**config.mk**
```make
export PLATFORM = sky130hd
export DESIGN_NAME = stall_guard
export DESIGN_NICKNAME = d
export VERILOG_FILES = /design/src/rtl/stall_guard_pkg.sv /design/src/rtl/stall_guard_mode.sv /design/src/rtl/stall_guard_timer.sv /design/src/rtl/stall_guard_latch.sv /design/src/rtl/stall_guard.sv
export SDC_FILE = /design/constraint.sdc
export NUM_CORES = 1
export LEC_CHECK = 0
export BUFFER_PORTS_ARGS = -buffer_cell sky130_fd_sc_hd__buf_2
export CORE_MARGIN = 1
export CORE_UTILIZATION = 30
export DETAILED_ROUTE_END_ITERATION = 7
export PLACE_DENSITY = 0.48
export SETUP_SLACK_MARGIN = 0.4
export SLEW_MARGIN = 20
export SYNTH_ARGS = -nofsm -noshare
export SYNTH_HDL_FRONTEND = slang
export SYNTH_HIERARCHICAL = 1
export SYNTH_SLANG_ARGS = --single-unit
```
**constraint.sdc**
```tcl
create_clock -name clk -period 2.51 [get_ports clk]
set_input_delay 0.251 -clock clk [delete_from_list [all_inputs] [get_ports clk]]
set_output_delay 0.251 -clock clk [all_outputs]
set_load 0.02 [all_outputs]
```
**src/rtl/stall_guard_pkg.sv**
```systemverilog
package stall_guard_pkg;

  // Operating mode of the guard, decoded from the run command, the strap
  // and the latch state. Only GM_WATCH lets the timer advance.
  typedef enum logic [1:0] {
    GM_IDLE    = 2'd0,
    GM_WATCH   = 2'd1,
    GM_TRIPPED = 2'd2,
    GM_BYPASS  = 2'd3
  } guard_mode_e;

endpackage

```
**src/rtl/stall_guard_mode.sv**
```systemverilog
module stall_guard_mode
  import stall_guard_pkg::*;
(
  input  logic        run_cmd,
  input  logic        guard_off,
  input  logic        fault_q,
  output guard_mode_e mode
);

  // Stop has priority, then an already latched fault, then the strap.
  always_comb begin
    if (!run_cmd) begin
      mode = GM_IDLE;
    end else if (fault_q) begin
      mode = GM_TRIPPED;
    end else if (guard_off) begin
      mode = GM_BYPASS;
    end else begin
      mode = GM_WATCH;
    end
  end

endmodule

```
**src/rtl/stall_guard_timer.sv**
```systemverilog
module stall_guard_timer
  import stall_guard_pkg::*;
#(
  parameter int unsigned HOLD_TICKS = 158
) (
  input  logic        clk,
  input  logic        rst_n,
  input  guard_mode_e mode,
  input  logic        slow_tick,
  input  logic        lock_ok,
  output logic        expire
);

  localparam int unsigned CW   = $clog2(HOLD_TICKS + 1);
  localparam logic [CW-1:0] LAST = CW'(HOLD_TICKS - 1);
  localparam logic [CW-1:0] TOP  = CW'(HOLD_TICKS);

  logic [CW-1:0] cnt_q;
  logic [CW-1:0] cnt_d;
  logic          clear;
  logic          cnt_en;

  assign clear  = (mode != GM_WATCH) || lock_ok;
  assign cnt_en = clear || (slow_tick && (cnt_q != TOP));

  // The tick that completes the hold window raises expire in its own cycle.
  assign expire = (mode == GM_WATCH) && !lock_ok && slow_tick && (cnt_q == LAST);

  always_comb begin
    if (clear) begin
      cnt_d = '0;
    end else begin
      cnt_d = cnt_q + CW'(1);
    end
  end

  always_ff @(posedge clk or negedge rst_n) begin
    if (!rst_n) begin
      cnt_q <= '0;
    end else if (cnt_en) begin
      cnt_q <= cnt_d;
    end
  end

endmodule

```
**src/rtl/stall_guard_latch.sv**
```systemverilog
module stall_guard_latch (
  input  logic clk,
  input  logic rst_n,
  input  logic run_cmd,
  input  logic expire,
  output logic fault_q,
  output logic hs_inhibit
);

  logic fault_d;

  // Only a stop command (or reset) releases the latch.
  always_comb begin
    if (!run_cmd) begin
      fault_d = 1'b0;
    end else begin
      fault_d = fault_q | expire;
    end
  end

  always_ff @(posedge clk or negedge rst_n) begin
    if (!rst_n) begin
      fault_q <= 1'b0;
    end else begin
      fault_q <= fault_d;
    end
  end

  assign hs_inhibit = fault_q;

endmodule

```
**src/rtl/stall_guard.sv**
```systemverilog
module stall_guard
  import stall_guard_pkg::*;
#(
  parameter int unsigned HOLD_TICKS = 158
) (
  input  logic clk,
  input  logic rst_n,
  input  logic slow_tick,
  input  logic lock_ok,
  input  logic run_cmd,
  input  logic guard_off,
  output logic fault_latched,
  output logic hs_inhibit
);

  guard_mode_e mode;
  logic        expire;
  logic        fault_q;

  stall_guard_mode u_mode (
    .run_cmd   (run_cmd),
    .guard_off (guard_off),
    .fault_q   (fault_q),
    .mode      (mode)
  );

  stall_guard_timer #(
    .HOLD_TICKS (HOLD_TICKS)
  ) u_timer (
    .clk       (clk),
    .rst_n     (rst_n),
    .mode      (mode),
    .slow_tick (slow_tick),
    .lock_ok   (lock_ok),
    .expire    (expire)
  );

  stall_guard_latch u_latch (
    .clk        (clk),
    .rst_n      (rst_n),
    .run_cmd    (run_cmd),
    .expire     (expire),
    .fault_q    (fault_q),
    .hs_inhibit (hs_inhibit)
  );

  assign fault_latched = fault_q;

endmodule

```
==> metrics.yaml <==
outcome:
  status: "complete, no violations"
sta:
  relSlewSlack_pct: 75.7
  hold_viol_final: 0
  slew_violations: 0
  layout_min_cycle_time_ps: 1830
  tightest_slew_ps: 364
  finalSetupViolCount: 0
  grt_setup_unrepaired: "no"
  fmax_mhz: 545
  fin_skew_ps: 1.24
  fin_hold_ws_ps: 223
  finalSetupTns_ps: 0
  period_share_pct: 73.1
synthesis:
  yosysMostFrequentCell: "dfrtp_1"
  post-synth-top-area-cell: "dfrtp_1"
  ys_seq_elements: 9
  netlist.area_leader.share_pct: 41.4
  synthTopCellsByCount: "dfrtp_1 (9), nand3_1 (6), nor2_1 (6)"
  yosysWarnings: 6
  synth_cell_type_count: 25
  synthCells: 57
  synth.net_count: 66
  async_flop_share_pct: 100
  synth.avg_cell_area_um2: 9.55
  synth_ff_type: "dfrtp_1"
  yosys-top-cells-area: "dfrtp_1 (41%), ha_1 (6.9%), nand3_1 (5.5%)"
  syn_area_um2: 544
  synth_edf_count: 0
  seq_area_frac_synth_pct: 41.4
floorplan:
  row_count: 15
  fp.dieArea_um2: 1990
  die_w_um: 44.6
  core_um2: 1710
  start_util_pct: 31.9
  ios: 8
  fp.dieH_um: 44.6
pwr:
  power.leakage_uw: 0.000274
  p_per_area_nw_per_um2: 462
  power.internal_uw: 216
  power.share.clock_pct: 40.7
  seqPwrFrac_pct: 52.0
  finalPower_uw: 283
  swShare_pct: 23.8
  combPwrFrac_pct: 7.3
  p_sw_uw: 67.4
  max-vdd-ir-drop_uv: 220
final_layout:
  nets: 75
  antenna_cells: 0
  syn2layout_area_growth_pct: 12.6
  drive_gt1_share_pct: 15.4
cts:
  post_cts_buffers: 0
  tritoncts: "built"
  ctsHoldBuffers: 1
  cts_max_level: 1
  cts.sinks: 9
  clk_pin_slew_ps: 60
  cts_buffer_depth: 2
  clock_latency_ps: 260
  cts_resized: 0
  numCtsBuffers: 3
  cts_root_buf: "clkbuf_4"
worst_setup_path:
  crit_arrival_ps: 2040
  required_ps: 2710
  crit_path_start_kind: "flip-flop"
  reg2reg_depth: 6
  worstSetupEndpointType: "flip-flop"
  worstSetupPathType: "flip-flop to flip-flop"
  cp_max_fo: 9
  r2r_end: "u_timer/cnt_q[5]"
  reg2reg_from: "u_timer/cnt_q[0]"
  reg2reg_setup_slack_ps: 680
grt:
  grtUsageTotal_pct: 11.8
  grt-ovfl-total: 0
  grt_pass1_vias: 338
  antenna_found_initial: 0
  grt_max_degree: 10
  grt_first_pass_wirelength_um: 1590
route:
  dr.pass1.iters: 4
  vias_per_cell: 4.67
  wl_per_cell_um: 10.9
  ant_nets: 0
  vias: 420
  wl_um: 982
  drt_iter0_markers: 10
  drc: 0
placement:
  gp_congestion: 0.712
  dp.final_hpwl_um: 711
  io_buffers: 7
worst_hold_path:
  worstHoldPathType: "primary input to flip-flop"
  hp-start: "run_cmd"
  holdPathEnd: "u_latch/fault_q"
  min_path_cells: 2
flow_run:
  maxCapViolCount: 0
[cells in the final DEF (no fill, tap or decap), types with 2 or more instances in the layout]
cell	n
ha_1	3
nand2_1	2
xor2_1	2
buf_2	7
inv_1	2
a21oi_1	3
clkbuf_4	3
o21ai_0	2
o21a_1	2
or3_1	2
xnor2_1	2
dfrtp_1	9
nor2_1	6
nand4_1	2
nand3_1	6
and3_1	2
[worst max path at each step]
stage / from / end / slack, ps / depth (start not counted)
2_1_floorplan: u_latch/fault_q / u_timer/cnt_q[5] / 680 / 5
6_report: u_timer/cnt_q[0] / u_timer/cnt_q[5] / 680 / 6
5_1_grt: u_timer/cnt_q[0] / u_timer/cnt_q[5] / 580 / 6
3_5_place_dp: u_latch/fault_q / u_timer/cnt_q[5] / 710 / 4
4_1_cts: u_timer/cnt_q[0] / u_timer/cnt_q[5] / 680 / 6
3_3_place_gp: u_latch/fault_q / u_timer/cnt_q[5] / 700 / 4
[metal layers]
metal / wire length (um) / part of all wire (%) / track usage, %
met4: 16 / 1.6 / 5.45
met3: 56 / 5.7 / 6.53
met5: 0 / 0 / 0
met2: 428 / 44 / 15.6
met1: 480 / 49 / 15.5
[kinds of logic (layout without fill, tap and decap cells)]
kind of cell	Yosys count	in the layout	synth area share, %
compound gates	10	10	12.0
simple gates	25	25	25.7
flops	9	9	41.4
buf+inv	6	14	7.59
xor+xnor	4	4	6.44
fa+ha+maj	3	3	6.90
[final cells by class]
type | count | area (um^2)
multi-input combinational | 42 | 278
inverter | 2 | 7.51
sequential | 9 | 225
clock buffer | 4 | 26.3
timing repair buffer | 8 | 45.0
tap | 25 | 31.3
fill | 170 | 1090
[critical path, stage by stage (launching register included)]
cell and delay [ps]:
dfrtp_1 420, inv_1 100, ha_1 210, and4bb_1 210, a21bo_1 290, or4_1 480
nand2_1 70
[power groups by stage]
stage	logic [uW]	clock network, uW	registers [uW]
finish	20.8	115	147
global route	23.7	128	147
CTS	21.1	121	147
detailed placement	19.6	0	150
global placement	20.3	0	150
floorplan	11.7	0	150
[state kept, by name, indices dropped and copies added (netlist names)]
| name | count |
|---|---|
| u_latch/fault_q | 1 |
| u_timer/cnt_q | 8 |
[through the flow]
step	setup WS, ps	utilization, %	instance area [um^2]	std cells
global placement	703	33.8	577	85
finish	675	35.9	613	90
detailed placement	707	33.8	577	85
CTS	684	35.9	613	90
floorplan	679	-	544	57
global route	580	35.9	613	90
No activity file was read; power rests on OpenSTA's default activity.
